[src/rtl/brk_pkg.sv]
package brk_pkg;
  typedef enum logic [1:0] {
    SEL_ADDR = 2'b00,
    SEL_MASK = 2'b01,
    SEL_CTRL = 2'b10,
    SEL_CLR  = 2'b11
  } cfg_sel_e;

  typedef struct packed {
    logic [1:0] cls;  // [5:4]
    logic [1:0] dir;  // [3:2]
    logic [1:0] sz;   // [1:0]
  } brk_ctrl_t;

  localparam int          CTRL_W  = $bits(brk_ctrl_t);
  localparam logic [1:0]  SZ_ANY  = 2'b00;
  localparam logic [1:0]  SZ_WORD = 2'b10;
endpackage

[src/rtl/brk_regs.sv]
module brk_regs
  import brk_pkg::*;
#(
  parameter int AW = 32
) (
  input  logic          clk_i,
  input  logic          rst_ni,
  input  logic          we_i,
  input  logic [1:0]    sel_i,
  input  logic [AW-1:0] wdata_i,
  output logic [AW-1:0] bar_o,
  output logic [AW-1:0] mask_o,
  output brk_ctrl_t     ctrl_o,
  output logic          clr_o
);
  logic [AW-1:0] bar_q, mask_q;
  brk_ctrl_t     ctrl_q;

  always_ff @(posedge clk_i or negedge rst_ni) begin
    if (!rst_ni) begin
      bar_q  <= '0;
      mask_q <= '0;
      ctrl_q <= '0;
    end else if (we_i) begin
      unique case (cfg_sel_e'(sel_i))
        SEL_ADDR: bar_q  <= wdata_i;
        SEL_MASK: mask_q <= wdata_i;
        SEL_CTRL: ctrl_q <= brk_ctrl_t'(wdata_i[CTRL_W-1:0]);
        default:  ;
      endcase
    end
  end

  assign clr_o  = we_i && (cfg_sel_e'(sel_i) == SEL_CLR) && wdata_i[0];
  assign bar_o  = bar_q;
  assign mask_o = mask_q;
  assign ctrl_o = ctrl_q;
endmodule

[src/rtl/brk_cond.sv]
module brk_cond
  import brk_pkg::*;
#(
  parameter int AW = 32
) (
  input  logic [AW-1:0] bar_i,
  input  logic [AW-1:0] mask_i,
  input  brk_ctrl_t     ctrl_i,
  input  logic          valid_i,
  input  logic [AW-1:0] addr_i,
  input  logic          fetch_i,
  input  logic          write_i,
  input  logic [1:0]    size_i,
  output logic          hit_o
);
  logic [AW-1:0] bit_ok;
  logic [1:0]    eff_size;
  logic          cls_ok, dir_ok, size_ok, addr_ok;

  for (genvar g = 0; g < AW; g++) begin : g_abit
    assign bit_ok[g] = mask_i[g] | ~(addr_i[g] ^ bar_i[g]);
  end

  always_comb begin
    eff_size = fetch_i ? SZ_WORD : size_i;  // fetches compare as word
    cls_ok   = fetch_i ? ctrl_i.cls[0] : ctrl_i.cls[1];
    dir_ok   = write_i ? ctrl_i.dir[1] : ctrl_i.dir[0];
    size_ok  = (ctrl_i.sz == SZ_ANY) || (ctrl_i.sz == eff_size);
    addr_ok  = &bit_ok;
    hit_o    = valid_i && cls_ok && dir_ok && size_ok && addr_ok;
  end
endmodule

[src/rtl/brk_flag.sv]
module brk_flag (
  input  logic clk_i,
  input  logic rst_ni,
  input  logic hit_i,
  input  logic clr_i,
  output logic req_o,
  output logic flag_o
);
  logic req_q, flag_q;

  always_ff @(posedge clk_i or negedge rst_ni) begin
    if (!rst_ni) begin
      req_q  <= 1'b0;
      flag_q <= 1'b0;
    end else begin
      req_q <= hit_i;
      if (hit_i)      flag_q <= 1'b1;  // set beats clear
      else if (clr_i) flag_q <= 1'b0;
    end
  end

  assign req_o  = req_q;
  assign flag_o = flag_q;

  AST_FLAG_DROP_NEEDS_CLR: assert property (@(posedge clk_i) disable iff (!rst_ni)
    $fell(flag_q) |-> $past(clr_i)) else $error("flag dropped without clear");
  AST_SET_BEATS_CLR: assert property (@(posedge clk_i) disable iff (!rst_ni)
    (hit_i && clr_i) |=> flag_q) else $error("clear beat a match");
endmodule

[src/rtl/bus_break_matcher.sv]
module bus_break_matcher
  import brk_pkg::*;
#(
  parameter int AW = 32
) (
  input  logic          clk_i,
  input  logic          rst_ni,
  input  logic          cfg_we_i,
  input  logic [1:0]    cfg_sel_i,
  input  logic [AW-1:0] cfg_wdata_i,
  input  logic          bus_valid_i,
  input  logic [AW-1:0] bus_addr_i,
  input  logic          bus_fetch_i,
  input  logic          bus_write_i,
  input  logic [1:0]    bus_size_i,
  output logic          brk_req_o,
  output logic          brk_flag_o
);
  logic [AW-1:0] bar, mask;
  brk_ctrl_t     ctrl;
  logic          clr, hit;

  brk_regs #(.AW(AW)) u_regs (
    .clk_i, .rst_ni,
    .we_i(cfg_we_i), .sel_i(cfg_sel_i), .wdata_i(cfg_wdata_i),
    .bar_o(bar), .mask_o(mask), .ctrl_o(ctrl), .clr_o(clr)
  );

  brk_cond #(.AW(AW)) u_cond (
    .bar_i(bar), .mask_i(mask), .ctrl_i(ctrl),
    .valid_i(bus_valid_i), .addr_i(bus_addr_i), .fetch_i(bus_fetch_i),
    .write_i(bus_write_i), .size_i(bus_size_i), .hit_o(hit)
  );

  brk_flag u_flag (
    .clk_i, .rst_ni, .hit_i(hit), .clr_i(clr),
    .req_o(brk_req_o), .flag_o(brk_flag_o)
  );

  AST_CLS_OFF: assert property (@(posedge clk_i) disable iff (!rst_ni)
    (ctrl.cls == 2'b00) |=> !brk_req_o) else $error("break with class off");
  AST_DIR_OFF: assert property (@(posedge clk_i) disable iff (!rst_ni)
    (ctrl.dir == 2'b00) |=> !brk_req_o) else $error("break with direction off");
  AST_FETCH_ODD_SIZE: assert property (@(posedge clk_i) disable iff (!rst_ni)
    (bus_fetch_i && ctrl.sz[0]) |=> !brk_req_o) else $error("fetch matched byte/long");
  AST_IDLE_NO_REQ: assert property (@(posedge clk_i) disable iff (!rst_ni)
    !bus_valid_i |=> !brk_req_o) else $error("request without cycle");
  AST_REQ_HAS_FLAG: assert property (@(posedge clk_i) disable iff (!rst_ni)
    brk_req_o |-> brk_flag_o) else $error("request without flag");
endmodule

[config.mk]
export PLATFORM = sky130hd
export DESIGN_NAME = bus_break_matcher
export DESIGN_NICKNAME = d
export VERILOG_FILES = /design/src/rtl/brk_pkg.sv /design/src/rtl/brk_regs.sv /design/src/rtl/brk_cond.sv /design/src/rtl/brk_flag.sv /design/src/rtl/bus_break_matcher.sv
export SDC_FILE = /design/constraint.sdc
export NUM_CORES = 1
export LEC_CHECK = 0
export BUFFER_PORTS_ARGS = -buffer_cell sky130_fd_sc_hd__buf_2
export CAP_MARGIN = 20
export CORE_MARGIN = 2
export CORE_UTILIZATION = 37
export DETAILED_ROUTE_END_ITERATION = 8
export PLACE_DENSITY = 0.63
export SLEW_MARGIN = 20
export SYNTH_ARGS = -nofsm -noshare
export SYNTH_HDL_FRONTEND = slang
export SYNTH_SLANG_ARGS = --single-unit
[constraint.sdc]
create_clock -name clk_i -period 4.9 [get_ports clk_i]
set_clock_uncertainty 0.1 [all_clocks]
set_input_delay 0.49 -clock clk_i [delete_from_list [all_inputs] [get_ports clk_i]]
set_output_delay 0.49 -clock clk_i [all_outputs]
set_load 0.05 [all_outputs]
==> results.json <==
{
  "cts_buffer_depth": 2,
  "hold_violations": 0,
  "htree_levels": 3,
  "worst_slew_pin_slew_ns": 0.8993,
  "timing.final.crit_period_ns": 2.013,
  "powerDensity_nw_per_um2": 392.2,
  "critPathRequiredTime_ns": 5.03,
  "cts_resized": 0,
  "clk_latency_ns": 0.34,
  "synth_top_family_by_area": "multiplexers",
  "p_leak_uw": 0.001677,
  "area_delta_synth_final_pct": 22.59,
  "rrSetupSlack_ns": 2.99,
  "synthTopCellsByArea": "dfrtp_1 (57%), mux2_2 (20%), xnor2_1 (8.9%)",
  "status": "finished clean",
  "synth_top_area_cell": "dfrtp_1",
  "ys.flop_type": "dfrtp_1",
  "fillers": 782,
  "hold-worst-slack_ns": 0.1736,
  "postRouteAntennaNets": 0,
  "fin_nets": 375,
  "synth_area_sq_um": 3141,
  "start_util_pct": 38.22,
  "ys_warn_count": 0,
  "layout_worst_path_cycle_share_pct": 41.08,
  "power_uw": 1510,
  "max_slew_margin_pct": 40.05,
  "fp-row-count": 33,
  "cts_buffers": 9,
  "synth_edf_count": 0,
  "ys_seq_area_share_pct": 57.37,
  "min_path_type": "in2async",
  "grt_antenna_before_repair": 0,
  "drive_above_1_share_pct": 49.35,
  "grt_pass1_vias": 2037,
  "die_h_um": 96.13,
  "cp.arrival_ns": 2.14,
  "r2r-start": "u_regs.bar_o[20]$_DFFE_PN0P_",
  "dpl_cell_area_sq_um": 3643,
  "synth.distinct_cells": 24,
  "cp_max_fo": 23,
  "core_sq_um": 8217,
  "synthSimpleGateAreaFrac_pct": 3.187,
  "slew_viol_final": 0,
  "port_buffers": 75,
  "avgViaCountPerCell": 4.881,
  "setup_viol": 0,
  "grt_max_degree": 73,
  "worst-setup-path-type": "in2reg",
  "diodes": 0,
  "gp_congestion": 0.7116,
  "tritoncts": "built",
  "critPathCaptureType": "flop",
  "avgSynthCellArea_sq_um": 14.34,
  "cap_violations": 0,
  "netlist_instances": 219,
  "synthAdderAreaFrac_pct": 0,
  "cts_setup_buffers": 0,
  "r2r-end": "u_flag.req_o$_DFF_PN0_",
  "fin_tns_setup_ns": 0,
  "yosys-top-cells-count": "dfrtp_1 (72), mux2_2 (55), xnor2_1 (32)",
  "dp_hpwl_mm": 4.478,
  "yosysMostFrequentCell": "dfrtp_1",
  "ys_ff_latch": 72,
  "fin_area_sq_um": 3850,
  "reg2reg_depth": 5,
  "yosys.area_share.xor_xnor_pct": 8.924,
  "track_usage_pct": 14.71,
  "worstSetupStartpointType": "primary input",
  "drc": 0,
  "max_freq_mhz": 496.8,
  "dp_slack_ns": 2.472,
  "grt_overflow_total": 0,
  "worst_slack_ns": 2.887,
  "first_iter_violations": 32,
  "cts_sinks": 72,
  "rsz0062_at_grt": "false",
  "drtPass1Iterations": 4,
  "die_w_um": 96.13,
  "synth_compound_area_share_pct": 4.462,
  "clk_pin_slew_ns": 0.07,
  "hold_buffers": 0,
  "wl_per_cell_um": 15.13,
  "grt_pass1_wl_mm": 9.956,
  "muxShareOfSynthArea_pct": 25.10,
  "die_area_sq_um": 9241,
  "vias": 2006,
  "synth_nets": 293,
  "root_buffer": "clkbuf_8",
  "synth_top_area_share_pct": 57.37,
  "ir_drop_mv": 0.2094,
  "top_level_ports": 76,
  "routed_wl_mm": 6.217,
  "async_reset_ff_share_pct": 100.0
}
## layout make-up
type	count	area (sq um)	share of cell area [%]
sequential	72	1802	46.80
tap	105	131.4	3.412
inverter	1	3.754	0.09750
multi-input combinational	140	1314	34.12
clock inverter	5	55.05	1.430
timing repair buffer	77	392.9	10.20
clock buffer	11	151.4	3.932
## through the flow
step	std cells	util, %
2_1_floorplan	219	-
3_3_place_gp	395	44.34
3_5_place_dp	395	44.34
4_1_cts	411	46.86
5_1_grt	411	46.86
6_report	411	46.86
## metal layers
metal  vias to the layer above  wire length, um  GRT usage (%)  part of all wire, %
li1                        959                -              -                    -
met1                       985             2913          19.30                   47
met2                        57             2795          22.40                   45
met3                         5              446          5.560                  7.2
met4                         0               62          5.000                  1.0
met5                         -                0              0                    0
## how the worst max path moves through the flow
stage	startpoint	to	cells after the start
floorplan	bus_addr_i[2]	u_flag.flag_o$_DFFE_PN0P_	5
global placement	cfg_sel_i[1]	u_regs.bar_o[20]$_DFFE_PN0P_	4
detailed placement	cfg_sel_i[1]	u_regs.bar_o[16]$_DFFE_PN0P_	4
CTS	cfg_sel_i[1]	u_regs.bar_o[11]$_DFFE_PN0P_	4
global route	cfg_sel_i[1]	u_regs.bar_o[11]$_DFFE_PN0P_	4
finish	cfg_sel_i[1]	u_regs.bar_o[16]$_DFFE_PN0P_	4
## worst max-delay path, cell delays in order
cell	delay, ns
buf_2	0.12
nor3b_2	0.68
buf_4	0.46
mux2_2	0.38
## power breakdown
part	internal, uW	switching, uW	total (uW)
logic	167	102	269
registers	704	63.6	768
clock network	261	212	473
total	1130	378	1510
## cells in the final DEF, fill, tap and decap left out, drive strengths merged
| cell | instances |
|---|---|
| nor2 | 3 |
| or4 | 2 |
| dfrtp | 72 |
| nor4 | 2 |
| clkbuf | 11 |
| nand4 | 2 |
| o22ai | 15 |
| xnor2 | 32 |
| a21oi | 1 |
| o21ai | 3 |
| nor3b | 1 |
| buf | 77 |
| mux2 | 70 |
| clkinv | 2 |
| nand2 | 1 |
| nor2b | 1 |
| nand2b | 2 |
| a211oi | 2 |
| clkinvlp | 2 |
| nand3b | 2 |
| bufinv | 1 |
| o211ai | 1 |
| inv | 1 |
## kinds of logic (layout without fill, tap and decap cells)
family	count (synthesis)	in the layout
multiplexers	70	70
AND/OR/NAND/NOR	16	16
XOR/XNOR	32	32
buffers and inverters	7	94
AO/OA/AOI/OAI	22	22
flip-flops	72	72
## registers in the layout (all words and copies together), names as in the netlist
register and flops:
u_flag.flag_o 1, u_flag.req_o 1, u_regs.bar_o 32, u_regs.ctrl_o 6, u_regs.mask_o 32
(Power assumes the default switching activity.)
